===== src/rtl/usbh_irq_pkg.sv =====
package usbh_irq_pkg;

  localparam int DW         = 32;
  localparam int NSRC       = 7;
  localparam int MASTER_BIT = 31;
  localparam int WRAP_SRC   = 4;   // source index fed by the frame wrap detector

  localparam logic [7:0] OFF_STATUS = 8'h0C;
  localparam logic [7:0] OFF_EN_SET = 8'h10;
  localparam logic [7:0] OFF_EN_CLR = 8'h14;

  typedef logic [DW-1:0] word_t;

  // Maps a source index to its bit position in the status and enable words.
  function automatic int src_pos(input int idx);
    case (idx)
      0:       return 0;   // scheduling overrun
      1:       return 1;   // writeback done
      2:       return 2;   // start of frame
      3:       return 3;   // resume
      4:       return 5;   // frame wrap
      5:       return 6;   // root hub change
      default: return 30;  // ownership change
    endcase
  endfunction

  function automatic word_t build_src_mask();
    word_t m;
    m = '0;
    for (int i = 0; i < NSRC; i++) m[src_pos(i)] = 1'b1;
    return m;
  endfunction

  localparam word_t STATUS_MASK = build_src_mask();
  localparam word_t ENABLE_MASK = build_src_mask() | (word_t'(1) << MASTER_BIT);

  function automatic word_t apply_w1s(input word_t cur, input word_t wd);
    return cur | (wd & ENABLE_MASK);
  endfunction

  function automatic word_t apply_w1c(input word_t cur, input word_t wd);
    return cur & ~(wd & ENABLE_MASK);
  endfunction

  function automatic logic irq_due(input word_t st, input word_t en);
    return en[MASTER_BIT] & (|(st & en & STATUS_MASK));
  endfunction

endpackage


===== src/rtl/usbh_frame_wrap.sv =====
module usbh_frame_wrap (
  input  logic clk,
  input  logic rst_n,
  input  logic frame_msb,
  output logic wrap_evt
);
  logic prev_q;
  logic primed_q;

  always_ff @(posedge clk or negedge rst_n) begin
    if (!rst_n) begin
      prev_q   <= 1'b0;
      primed_q <= 1'b0;
    end else begin
      prev_q   <= frame_msb;
      primed_q <= 1'b1;
    end
  end

  assign wrap_evt = primed_q & (prev_q ^ frame_msb);

  p_wrap_needs_change_r5: assert property (@(posedge clk) disable iff (!rst_n)
    wrap_evt |-> (frame_msb != prev_q));

endmodule


===== src/rtl/usbh_irq_status.sv =====
module usbh_irq_status
  import usbh_irq_pkg::*;
#(
  parameter int N = NSRC
) (
  input  logic         clk,
  input  logic         rst_n,
  input  logic [N-1:0] ev_set,
  input  logic         clr_wr,
  input  word_t        clr_data,
  output word_t        status
);
  logic [N-1:0] bit_q;
  logic [N-1:0] clr_hit;

  for (genvar i = 0; i < N; i++) begin : g_src
    localparam int P = src_pos(i);
    assign clr_hit[i] = clr_wr & clr_data[P];
    always_ff @(posedge clk or negedge rst_n) begin
      if (!rst_n) bit_q[i] <= 1'b0;
      else        bit_q[i] <= ev_set[i] | (bit_q[i] & ~clr_hit[i]);
    end
  end

  always_comb begin
    status = '0;
    for (int i = 0; i < N; i++) status[src_pos(i)] = bit_q[i];
  end

  p_sticky_r2: assert property (@(posedge clk) disable iff (!rst_n)
    1'b1 |=> (($past(bit_q) & ~$past(clr_hit) & ~bit_q) == '0));

  p_set_wins_r4: assert property (@(posedge clk) disable iff (!rst_n)
    (ev_set != '0) |=> (($past(ev_set) & ~bit_q) == '0));

  p_clear_r3: assert property (@(posedge clk) disable iff (!rst_n)
    (clr_hit != '0) |=> (($past(clr_hit) & ~$past(ev_set) & bit_q) == '0));

endmodule


===== src/rtl/usbh_irq_enable.sv =====
module usbh_irq_enable
  import usbh_irq_pkg::*;
(
  input  logic  clk,
  input  logic  rst_n,
  input  logic  set_wr,
  input  logic  clr_wr,
  input  word_t wdata,
  output word_t enable
);
  word_t en_q;

  always_ff @(posedge clk or negedge rst_n) begin
    if (!rst_n)      en_q <= '0;
    else if (set_wr) en_q <= apply_w1s(en_q, wdata);
    else if (clr_wr) en_q <= apply_w1c(en_q, wdata);
  end

  assign enable = en_q;

  p_set_r6: assert property (@(posedge clk) disable iff (!rst_n)
    set_wr |=> ((($past(wdata) & ENABLE_MASK) & ~en_q) == '0));

  p_master_off_r7: assert property (@(posedge clk) disable iff (!rst_n)
    (clr_wr && !set_wr && wdata[MASTER_BIT]) |=> !en_q[MASTER_BIT]);

  p_enable_reserved_r9: assert property (@(posedge clk) disable iff (!rst_n)
    (en_q & ~ENABLE_MASK) == '0);

endmodule


===== src/rtl/usbh_irq_req.sv =====
module usbh_irq_req
  import usbh_irq_pkg::*;
(
  input  logic  clk,
  input  logic  rst_n,
  input  word_t status,
  input  word_t enable,
  output logic  irq
);
  logic irq_q;

  always_ff @(posedge clk or negedge rst_n) begin
    if (!rst_n) irq_q <= 1'b0;
    else        irq_q <= irq_due(status, enable);
  end

  assign irq = irq_q;

  p_master_gate_r11: assert property (@(posedge clk) disable iff (!rst_n)
    !enable[MASTER_BIT] |=> !irq_q);

  p_needs_pending_r10: assert property (@(posedge clk) disable iff (!rst_n)
    ((status & enable) == '0) |=> !irq_q);

endmodule


===== src/rtl/usbh_irq_bank.sv =====
module usbh_irq_bank
  import usbh_irq_pkg::*;
#(
  parameter int ADDR_W = 8
) (
  input  logic              clk,
  input  logic              rst_n,
  input  logic              ev_sched_overrun,
  input  logic              ev_done_wb,
  input  logic              ev_sof,
  input  logic              ev_resume,
  input  logic              ev_root_hub,
  input  logic              ev_owner,
  input  logic [15:0]       frame_num,
  input  logic [ADDR_W-1:0] reg_addr,
  input  logic              reg_wr,
  input  logic [31:0]       reg_wdata,
  output logic [31:0]       reg_rdata,
  output logic              irq_out
);
  localparam logic [ADDR_W-1:0] A_STATUS = ADDR_W'(OFF_STATUS);
  localparam logic [ADDR_W-1:0] A_EN_SET = ADDR_W'(OFF_EN_SET);
  localparam logic [ADDR_W-1:0] A_EN_CLR = ADDR_W'(OFF_EN_CLR);

  logic            wrap_evt;
  logic [NSRC-1:0] ev_vec;
  logic            wr_status;
  logic            wr_en_set;
  logic            wr_en_clr;
  word_t           status_w;
  word_t           enable_w;

  assign wr_status = reg_wr && (reg_addr == A_STATUS);
  assign wr_en_set = reg_wr && (reg_addr == A_EN_SET);
  assign wr_en_clr = reg_wr && (reg_addr == A_EN_CLR);

  assign ev_vec = {ev_owner, ev_root_hub, wrap_evt, ev_resume,
                   ev_sof, ev_done_wb, ev_sched_overrun};

  usbh_frame_wrap u_wrap (
    .clk       (clk),
    .rst_n     (rst_n),
    .frame_msb (frame_num[15]),
    .wrap_evt  (wrap_evt)
  );

  usbh_irq_status #(.N(NSRC)) u_status (
    .clk      (clk),
    .rst_n    (rst_n),
    .ev_set   (ev_vec),
    .clr_wr   (wr_status),
    .clr_data (reg_wdata),
    .status   (status_w)
  );

  usbh_irq_enable u_enable (
    .clk    (clk),
    .rst_n  (rst_n),
    .set_wr (wr_en_set),
    .clr_wr (wr_en_clr),
    .wdata  (reg_wdata),
    .enable (enable_w)
  );

  usbh_irq_req u_req (
    .clk    (clk),
    .rst_n  (rst_n),
    .status (status_w),
    .enable (enable_w),
    .irq    (irq_out)
  );

  always_comb begin
    if (reg_addr == A_STATUS)
      reg_rdata = status_w;
    else if (reg_addr == A_EN_SET || reg_addr == A_EN_CLR)
      reg_rdata = enable_w;
    else
      reg_rdata = '0;
  end

  p_alias_read_r8: assert property (@(posedge clk) disable iff (!rst_n)
    (reg_addr == A_EN_CLR) |-> (reg_rdata == enable_w));

  p_reserved_read_r9: assert property (@(posedge clk) disable iff (!rst_n)
    (reg_rdata & ~ENABLE_MASK) == '0);

  p_wrap_sets_r5: assert property (@(posedge clk) disable iff (!rst_n)
    wrap_evt |=> status_w[5]);

endmodule


===== config.mk =====
export PLATFORM = sky130hd
export DESIGN_NAME = usbh_irq_bank
export DESIGN_NICKNAME = d
export VERILOG_FILES = /design/src/rtl/usbh_irq_pkg.sv /design/src/rtl/usbh_frame_wrap.sv /design/src/rtl/usbh_irq_status.sv /design/src/rtl/usbh_irq_enable.sv /design/src/rtl/usbh_irq_req.sv /design/src/rtl/usbh_irq_bank.sv
export SDC_FILE = /design/constraint.sdc
export NUM_CORES = 1
export LEC_CHECK = 0
export ABC_AREA = 1
export BUFFER_PORTS_ARGS = -buffer_cell sky130_fd_sc_hd__buf_2
export CAP_MARGIN = 25
export CORE_UTILIZATION = 46
export CTS_BUF_LIST = sky130_fd_sc_hd__clkbuf_4
export DETAILED_ROUTE_END_ITERATION = 10
export GPL_TIMING_DRIVEN = 0
export HOLD_SLACK_MARGIN = 0.02
export PLACE_DENSITY = 0.81
export RECOVER_POWER = 50
export SKIP_LAST_GASP = 1
export SLEW_MARGIN = 25
export SYNTH_ARGS = -nofsm -noshare
export SYNTH_HDL_FRONTEND = slang
export SYNTH_HIERARCHICAL = 1
export SYNTH_SLANG_ARGS = --single-unit

===== constraint.sdc =====
create_clock -name clk -period 1.4 [get_ports clk]
set_clock_uncertainty 0.05 [all_clocks]
set_input_delay 0.28 -clock clk [delete_from_list [all_inputs] [get_ports clk]]
set_output_delay 0.28 -clock clk [all_outputs]
set_load 0.02 [all_outputs]

---- Word-level counts from Yosys, hierarchy flattened ----
Index checks and enable logic that the tools add are counted.
operators by class
  bitwise operators ....................... 35
  eq/ne operators ......................... 3
  reduce and logical (&&, ||, !) cells .... 6
  muxes and demuxes ....................... 4
operators by type and width
  operator              count
  $mux W32              4
  $and A32 B32 Y32      1
  $not A32 Y32          1
  $or A32 B32 Y32       1
  $and A31 B31 Y31      1
  $and A1 B1 Y1         16
  $eq A8 B5 Y1 const B  2
  $eq A8 B4 Y1 const B  1
  $not A1 Y1            7
  $or A1 B1 Y1          7
  $reduce_or A7 Y1      1
  $logic_and A1 B1 Y1   3
  $reduce_bool A2 Y1    1
  $logic_or A1 B1 Y1    1
  $xor A1 B1 Y1         1
word-level totals
  word-level logic and storage cells ...... 59
  input bits .............................. 65
  register bits after elaboration ......... 42
  output and inout port bits .............. 33

---- Longest topological paths before layout ----
Gate-level depths: netlist (run 1).
  depth after elaboration ................. 6
  depth in mapped cells ................... 9
  gate-level depth less buffers ........... 8

---- Modules after synthesis ----
Netlist (run 1), hierarchy kept.
by module, submodules not included
  module           area each (µm²)  cells an instance  seq. area each (µm²)  times used
  usbh_irq_bank    594.3            134                0.0                   1
  usbh_irq_enable  514.2            67                 200.2                 1
  usbh_irq_status  471.7            61                 175.2                 1
  usbh_irq_req     86.3             16                 25.0                  1
  usbh_frame_wrap  68.8             7                  50.0                  1

---- Least setup slack after synthesis (run 1) ----
OpenSTA, ideal clock, no wires.
  kind .................................... input -> output
  start ................................... in reg_addr[0]
  end ..................................... out reg_rdata[6]
  data arrival time ....................... 1.015 ns
  path buffers ............................ 1
  stages on the path ...................... 8
  data required time ...................... 1.070 ns
  path slack .............................. 0.055 ns
  path through ............................ inv_1 > nand2_1 > nor2_2 > nand2_2 > nand2_4 > buf_12 > nand2_2 > nand2_1
between the ends
  word-level cells in the longest chain between the ends .. 4
  elaborated cells on any way between the ends .. 6
  those cells by class .................... eq/ne: 3; mux: 2; reduce/logical: 1
ends and longest elaborated chain
  what                line                 RTL
  start: declaration  usbh_irq_bank.sv:15  input logic [ADDR_W-1:0] reg_addr,
  $eq A8 B5 Y1        usbh_irq_bank.sv:76  else if (reg_addr == A_EN_SET || reg_addr == A_EN_CLR)
  $logic_or A1 B1 Y1  usbh_irq_bank.sv:76
  $mux W32            usbh_irq_bank.sv:76
  $mux W32 (*)        usbh_irq_bank.sv:74  if (reg_addr == A_STATUS)
  end: declaration    usbh_irq_bank.sv:18  output logic [31:0] reg_rdata,
Mark *: on every way between the ends. The rest lies on a longest branch, timed or not.

---- Final worst setup path (run 1) ----
  start ................................... in reg_addr[0]
  end ..................................... out reg_rdata[1]
The elaborated chain is that of the path after synthesis.

==> metrics.yaml, run 1 <==
synthesis:
  ys.flop_type: "dfrtp_1"
  async_reset_ff_share_pct: 100
  ys_seq_area_share_pct: 26.0
  synth_area_leaders: "nand2_1, dfrtp_1, buf_4, nand2_2, inv_1"
  syn-cell-area_sq_mm: 0.00174
  synth.largest_area_cell: "nand2_1"
  yosysMostFrequentCell: "nand2_1"
  synth_top_area_share_pct: 34.4
  avgSynthCellArea_sq_um: 6.09
  syn_inst: 285
  ys_ff_latch: 18
  ys_types: 16
  synthTopCellsByCount: "nand2_1, buf_4, inv_1"
  ys_warn_count: 6
  synth_enable_flop_cells: 0
setup_path:
  cp-start-kind: "input port"
  endpoint_kind: "output port"
  critPathMaxFanout: 6
  crit_arrival_ns: 1.21
  crit_type: "input port to output port"
  critPathRequiredTime_ns: 1.07
global_routing:
  grt_util_all_layers_pct: 20.0
  gr-total-overflow: 0
  grt_max_degree: 19
  antenna_found_initial: 0
  first_global_vias: 1571
  grt_pass1_wl_um: 6380
detailed_routing:
  ant_nets: 0
  drc: 0
  routedWlPerCell_um: 9.22
  dr.pass1.iters: 5
  vias: 1730
  wirelength_um: 3980
  first_iter_violations: 20
  vias_per_cell: 4.00
clock_network:
  tritoncts: "done"
  clk_latency_ns: 0.32
  cts.path.max_buffers: 2
  cts.clk_slew.worst_paths_ns: 0.11
  cts_buffers: 3
  cts_root_buf: "clkbuf_4"
  htreeDepth: 1
  cts_sinks: 18
floorplan:
  dieArea_sq_mm: 0.00402
  start_util_pct: 50.0
  core_area_sq_mm: 0.00347
  ioPinCount: 98
  die_h_um: 63.4
  std_cell_rows: 21
  die_w_um: 63.4
cells_and_area:
  antenna_cells: 0
  nNetsFinal: 452
  area_delta_synth_final_pct: 45.1
  final_cells: 432
  drive_gt1_share_pct: 41.5
sta:
  period_share_pct: 110
  drv_slew: 0
  slew_headroom_pct: 34.0
  rsz0062_at_grt: "yes"
  period_needed_ns: 1.54
  tns_ns: -1.35
  fmax_mhz: 647
  setup_viol_count_final: 15
  hold_viol: 0
  setup_ws_ns: -0.145
  worst_slew_pin_slew_ns: 0.983
run_status:
  status: "complete, but fails checks"
  failed_checks: "negative setup slack"
place:
  portBuffers: 34
  dp.cells: 412
  place_hpwl_um: 2590
  pre_cts_slack_ns: -0.403
  gp_congestion: 0.734
pwr:
  ir_drop_mv: 0.546
  p_total_mw: 1.12
  power.density_mw_per_mm2: 445
  power.static_leakage_nw: 1.59
min_path:
  hold_path_class: "input port to flop"
flow_run:
  maxCapViolCount: 0
through the flow:
step | util, % | hold WS [ns] | cell area (sq um)
final | 72.6 | 0.0533 | 2520
after global routing | 72.6 | 0.0513 | 2520
after CTS | 69.9 | 0.0475 | 2430
after detailed placement | 61.7 | 0.183 | 2140
after global placement | 61.7 | 0.180 | 2140
after floorplan | - | -0.0656 | 1910
cell type report:
| type | count | area [sq um] |
|---|---|---|
| multi-input cells | 238 | 1070 |
| fillers | 294 | 950 |
| plain buffers | 57 | 458 |
| flip-flops and latches | 18 | 450 |
| repair buffers | 50 | 388 |
| inverters | 19 | 71.3 |
| well taps | 46 | 57.6 |
| clock buffers | 3 | 22.5 |
| clock inverters | 1 | 3.75 |
path summary, 6_finish.rpt:
path / depth (start not counted) / slack, ns / endpoint / start
worst max-delay path: 8 / -0.14 / reg_rdata[1] / reg_addr[0]
worst min-delay path: 1 / 0.05 / u_wrap/prev_q$_DFF_PN0_ / frame_num[15]
worst max register to register: 4 / 0.49 / u_req/irq$_DFF_PN0_ / flop
worst min register to register: 2 / 0.47 / flop / flop
max in group asynchronous: 2 / 0.61 / u_wrap/prev_q$_DFF_PN0_ / rst_n
min in group asynchronous: 2 / 0.38 / u_status/status[0]$_DFF_PN0_ / rst_n
layout by cell type, fill, tap and decap left out, drive strengths merged:
cell type,n
a21oi,1
buf,103
clkbuf,6
clkinv,1
conb,50
dfrtp,18
dlygate4sd3,1
inv,19
nand2,172
nor2,14
nor3,1
where the power goes:
group,internal [mW],switching [mW]
Combinational,0.158,0.125
Sequential,0.535,0.0145
Clock,0.105,0.185
Total,0.797,0.324
worst max-delay path: stages:
cell     delay, ns
buf_6         0.10
nor2_2        0.14
nand2_2       0.10
nor2_4        0.17
buf_6         0.17
nand2_2       0.06
nand2_2       0.07
buf_6         0.11
per-layer routing:
layer	up-vias	wire length (um)	track usage, %
met5	-	0	0
met4	0	142	8.81
met3	13	234	2.72
met2	62	2110	39.6
met1	723	1490	20.2
li1	932	-	-
cells by family (layout without fill, tap and decap cells):
| group | count (synthesis) | after routing | share of synthesized area [%] |
|---|---|---|---|
| AO/OA/AOI/OAI | 1 | 1 | 0.505 |
| buffers and inverters | 76 | 130 | 29.6 |
| flip-flops | 18 | 18 | 26.0 |
| other | 3 | 50 | 0.649 |
| AND/OR/NAND/NOR | 187 | 187 | 43.3 |
timing repair:
action                                  CTS  global route
resized for setup                        54            19
pin swaps                                20            17
hold buffers                              1             0
buffers inserted                         11             4
hold endpoints to repair                 18             0
endpoints found under the setup margin   15            15
Power figures use the tool's default switching activity.
==> run 2, diff against run 1 <==
- PLACE_DENSITY: 0.81 -> 0.83
==> metrics.yaml, run 2 (synthesized netlist as in run 1, its figures left out) <==
run_status:
  status: "complete, but fails checks"
  failed_checks: "negative setup slack"
setup_path:
  worstReg2RegEnd: "u_req/irq$_DFF_PN0_"
  crit_arrival_ns: 1.21
  critPathSlowestCell: "buf_8"
  cp_common_cell: "nand2_2"
  cp_num_buf_inv: 4
  worst-r2r-setup-slack_ns: 0.38
  crit_type: "input port to output port"
  cp-start-kind: "input port"
  critPathRequiredTime_ns: 1.07
  crit_path_max_incr_delay_ns: 0.14
  critPathMaxFanout: 6
  reg2reg_depth: 4
  crit_chain: "buf_6 > inv_4 > nand2_4 > nor2_4 > nand2_2 > nand2_4 > buf_8 > nand2_2 > nand2_2 > buf_6"
  r2r-start: "u_status/status[6]$_DFF_PN0_"
  cp.depth: 10
  endpoint_kind: "output port"
  timing.critical_path.max_delay_family: "simple AND/OR/NAND/NOR gates"
pwr:
  p_comb_share_pct: 27.6
  p_switching_mw: 0.291
  swShare_pct: 26.7
  power.static_leakage_nw: 1.56
  power.density_mw_per_mm2: 430
  clockPowerShare_pct: 22.1
  seq_power_share_pct: 50.4
  internal_power_mw: 0.798
  ir_drop_mv: 0.525
  p_total_mw: 1.09
floorplan:
  die_h_um: 63.4
  die_w_um: 63.4
  dieArea_sq_mm: 0.00402
  start_util_pct: 50.0
  ioPinCount: 98
  std_cell_rows: 21
  core_area_sq_mm: 0.00347
min_path:
  holdPathEnd: "u_wrap/prev_q$_DFF_PN0_"
  whs_path_depth: 1
  hold_path_class: "input port to flop"
  min_from: "frame_num[15]"
detailed_routing:
  wirelength_um: 3990
  routedWlPerCell_um: 9.37
  ant_nets: 0
  vias: 1692
  dr.pass1.iters: 4
  vias_per_cell: 3.97
  drc: 0
  first_iter_violations: 48
cells_and_area:
  final_cell_mix: "nand2_1, buf_4, conb_1, nand2_2, dfrtp_1"
  area_delta_synth_final_pct: 45.9
  antenna_cells: 0
  layout_commonest_cell: "nand2_1"
  drive_gt1_share_pct: 42.1
  nNetsFinal: 447
sta:
  worst_slew_pin_slew_ns: 0.564
  slew_headroom_pct: 62.2
  whs_ns: 0.0884
  fmax_mhz: 651
  period_share_pct: 110
  setup_viol_count_final: 9
  hold_viol: 0
  rsz0062_at_grt: "yes"
  period_needed_ns: 1.54
  setup_ws_ns: -0.136
  drv_slew: 0
clock_network:
  cts_buffers: 3
  cts_sinks: 18
  cts.path.max_buffers: 2
  htreeDepth: 1
  clk_latency_ns: 0.28
  cts_root_buf: "clkbuf_4"
  tritoncts: "done"
  cts.clk_slew.worst_paths_ns: 0.10
place:
  pre_cts_slack_ns: -0.420
  place_hpwl_um: 2540
  portBuffers: 34
  gp_congestion: 0.698
global_routing:
  gr-total-overflow: 0
  first_global_vias: 1529
  grt_pass1_wl_um: 6090
  grt_util_all_layers_pct: 18.5
  grt_max_degree: 19
  antenna_found_initial: 0
flow_run:
  maxCapViolCount: 0
[run 2: repair_timing]
| action | 4_1_cts | 5_1_grt |
|---|---|---|
| setup buffers | 8 | 2 |
| gates cloned | 0 | 0 |
| pin swaps | 18 | 18 |
| endpoints found under the hold margin | 18 | 0 |
| setup endpoints to repair | 15 | 15 |
| hold buffers | 1 | 0 |
| resized for setup | 49 | 41 |
[run 2: how the worst max path moves through the flow]
stage / start / end
after floorplan: reg_addr[0] / reg_rdata[6]
after global placement: reg_addr[4] / u_status/status[5]$_DFF_PN0_
after detailed placement: reg_addr[4] / u_status/status[1]$_DFF_PN0_
after CTS: reg_addr[7] / reg_rdata[30]
after global routing: reg_addr[4] / reg_rdata[1]
final: reg_addr[1] / reg_rdata[3]
[run 2: layout make-up]
type	count	area, sq um
Multi-Input combinational cell	238	1100
Fill cell	298	936
Buffer	57	462
Sequential cell	18	450
Timing Repair Buffer	45	362
Inverter	19	76.3
Tap cell	46	57.6
Clock buffer	3	22.5
[run 2: power by group through the flow]
stage	clock [mW]	combinational [mW]	sequential (mW)
3_5_place_dp	0	0.236	0.555
3_3_place_gp	0	0.233	0.555
4_1_cts	0.253	0.258	0.547
5_1_grt	0.262	0.332	0.550
2_1_floorplan	0	0.175	0.554
6_report	0.240	0.300	0.548
[run 2: metal layers]
metal / vias to the layer above / track usage [%] / part of all wire [%]
li1: 925 / - / -
met1: 718 / 21.8 / 43
met2: 45 / 35.4 / 52
met3: 4 / 2.17 / 4.0
met4: 0 / 3.41 / 0.73
met5: - / 0 / 0
[run 2: through the flow]
step | instances | area (sq um) | utilization [%] | TNS [ns]
global placement | 412 | 2140 | 61.7 | -3.95
finish | 426 | 2530 | 73.0 | -0.791
CTS | 424 | 2380 | 68.8 | -1.19
floorplan | 332 | 1910 | - | 0
detailed placement | 412 | 2140 | 61.7 | -4.29
global route | 426 | 2530 | 73.0 | -1.58
==> run 3, diff against run 2 <==
- BUFFER_PORTS_ARGS: -buffer_cell sky130_fd_sc_hd__buf_2 -> -buffer_cell sky130_fd_sc_hd__clkbuf_2
- GPL_TIMING_DRIVEN: 0 -> not set
==> metrics.yaml, run 3 (synthesized netlist as in run 1, its figures left out) <==
run_status:
  status: "complete, but fails checks"
  failed_checks: "negative setup slack"
place:
  place_hpwl_um: 2290
  portBuffers: 34
  dp.cells: 365
  pre_cts_slack_ns: -0.133
  gp_congestion: 0.715
global_routing:
  grt_util_all_layers_pct: 16.9
  antenna_found_initial: 0
  gr-total-overflow: 0
  first_global_vias: 1346
  grt_pass1_wl_um: 5380
  grt_max_degree: 20
cells_and_area:
  ff_latch_area_sq_um: 450
  fill_cells: 328
  nNetsFinal: 398
  antenna_cells: 0
  final_cells: 378
  layout_commonest_cell: "nand2_1"
  fin_util_pct: 61.9
  area_delta_synth_final_pct: 23.7
  final_cell_mix: "nand2_1, conb_1, nand2_2, clkbuf_2, dfrtp_1"
  drive_gt1_share_pct: 33.1
  multiInputGateArea_sq_mm: 0.00110
floorplan:
  ioPinCount: 98
  std_cell_rows: 21
  die_w_um: 63.4
  core_area_sq_mm: 0.00347
  start_util_pct: 50.0
  die_h_um: 63.4
  dieArea_sq_mm: 0.00402
sta:
  period_share_pct: 106
  setup_viol_count_final: 8
  whs_ns: 0.0709
  period_needed_ns: 1.48
  hold_viol: 0
  rsz0062_at_grt: "yes"
  fmax_mhz: 676
  setup_ws_ns: -0.0793
  drv_slew: 0
clock_network:
  cts_root_buf: "clkbuf_4"
  cts.path.max_buffers: 2
  htreeDepth: 1
  tritoncts: "done"
  clk_latency_ns: 0.30
  cts_sinks: 18
  cts_buffers: 3
  cts.clk_slew.worst_paths_ns: 0.11
detailed_routing:
  vias_per_cell: 4.12
  dr.pass1.iters: 4
  m1WireLength_um: 1400
  vias: 1556
  drc: 0
  routed-wl-met2_um: 1920
  wirelength_um: 3660
  topRoutingLayerUsed: "met4"
  routed-wl-met3_um: 261
  first_iter_violations: 44
  ant_nets: 0
  routedWlPerCell_um: 9.67
min_path:
  hold_path_class: "input port to flop"
  whs_path_depth: 1
  min_from: "frame_num[15]"
  holdPathEnd: "u_wrap/prev_q$_DFF_PN0_"
setup_path:
  crit_arrival_ns: 1.15
  endpoint_kind: "output port"
  critPathMaxFanout: 5
  crit_type: "input port to output port"
  critPathRequiredTime_ns: 1.07
  worst-r2r-setup-slack_ns: 0.47
  worstReg2RegEnd: "u_req/irq$_DFF_PN0_"
  reg2reg_depth: 4
  cp-start-kind: "input port"
  r2r-start: "u_status/status[5]$_DFF_PN0_"
pwr:
  ir_drop_mv: 0.584
  power.density_mw_per_mm2: 466
  p_total_mw: 1.00
  power.static_leakage_nw: 1.30
flow_run:
  maxCapViolCount: 0
[run 3: cell types whose count changed in the layout (fill, tap and decap cells not counted), moves of 2 or more]
cell,change
nand2_4,-3
buf_6,-9
buf_2,-17
inv_2,-2
clkbuf_2,+17
buf_8,+4
nand2_2,+4
buf_4,-44
[run 3: metrics by stage]
stage	area [sq um]	setup TNS, ns
CTS	1980	-0.362
floorplan	1910	0
finish	2150	-0.517
global placement	1770	-0.814
detailed placement	1770	-1.10
global route	2150	-0.855
[run 3: worst max path at each step]
stage	startpoint	endpoint	cells after the start
global route	reg_addr[4]	reg_rdata[0]	8
CTS	reg_addr[7]	reg_rdata[3]	9
detailed placement	reg_addr[4]	reg_rdata[30]	7
floorplan	reg_addr[0]	reg_rdata[6]	8
finish	reg_addr[5]	reg_rdata[3]	8
global placement	reg_addr[4]	reg_rdata[6]	7
[run 3: metal layers]
metal	vias up	global-route usage, %
met4	0	6.53
met1	663	18.6
li1	825	-
met5	-	0
met2	60	32.2
met3	8	2.36
[run 3: worst max-delay path: stages]
cell and delay, ns:
buf_6 0.11, nor2_4 0.13, nand2_2 0.10, nor2_4 0.15, buf_6 0.15, nand2_2 0.05
nand2_2 0.08, buf_8 0.11
[run 3: timing repair]
| action | 4_1_cts | 5_1_grt |
|---|---|---|
| gates cloned | 1 | 0 |
| setup endpoints to repair | 8 | 8 |
| resized for setup | 35 | 63 |
| hold buffers | 1 | 0 |
| setup buffers | 6 | 1 |
| pin swaps | 10 | 22 |
| hold endpoints to repair | 18 | 0 |
[run 3: area by class of cell]
type                       count  area share [%]
multi-input combinational    239            51.2
sequential                    18            21.0
timing repair buffer          52            20.1
inverter                      19            3.79
tap                           46            2.68
clock buffer                   3            1.05
clock inverter                 1           0.175
[run 3: power by group]
group / internal (mW) / switching, mW / total (mW) / leakage (nW)
Combinational: 0.0736 / 0.115 / 0.189 / 1.07
Clock: 0.104 / 0.160 / 0.264 / 0.0154
Sequential: 0.535 / 0.0131 / 0.548 / 0.209
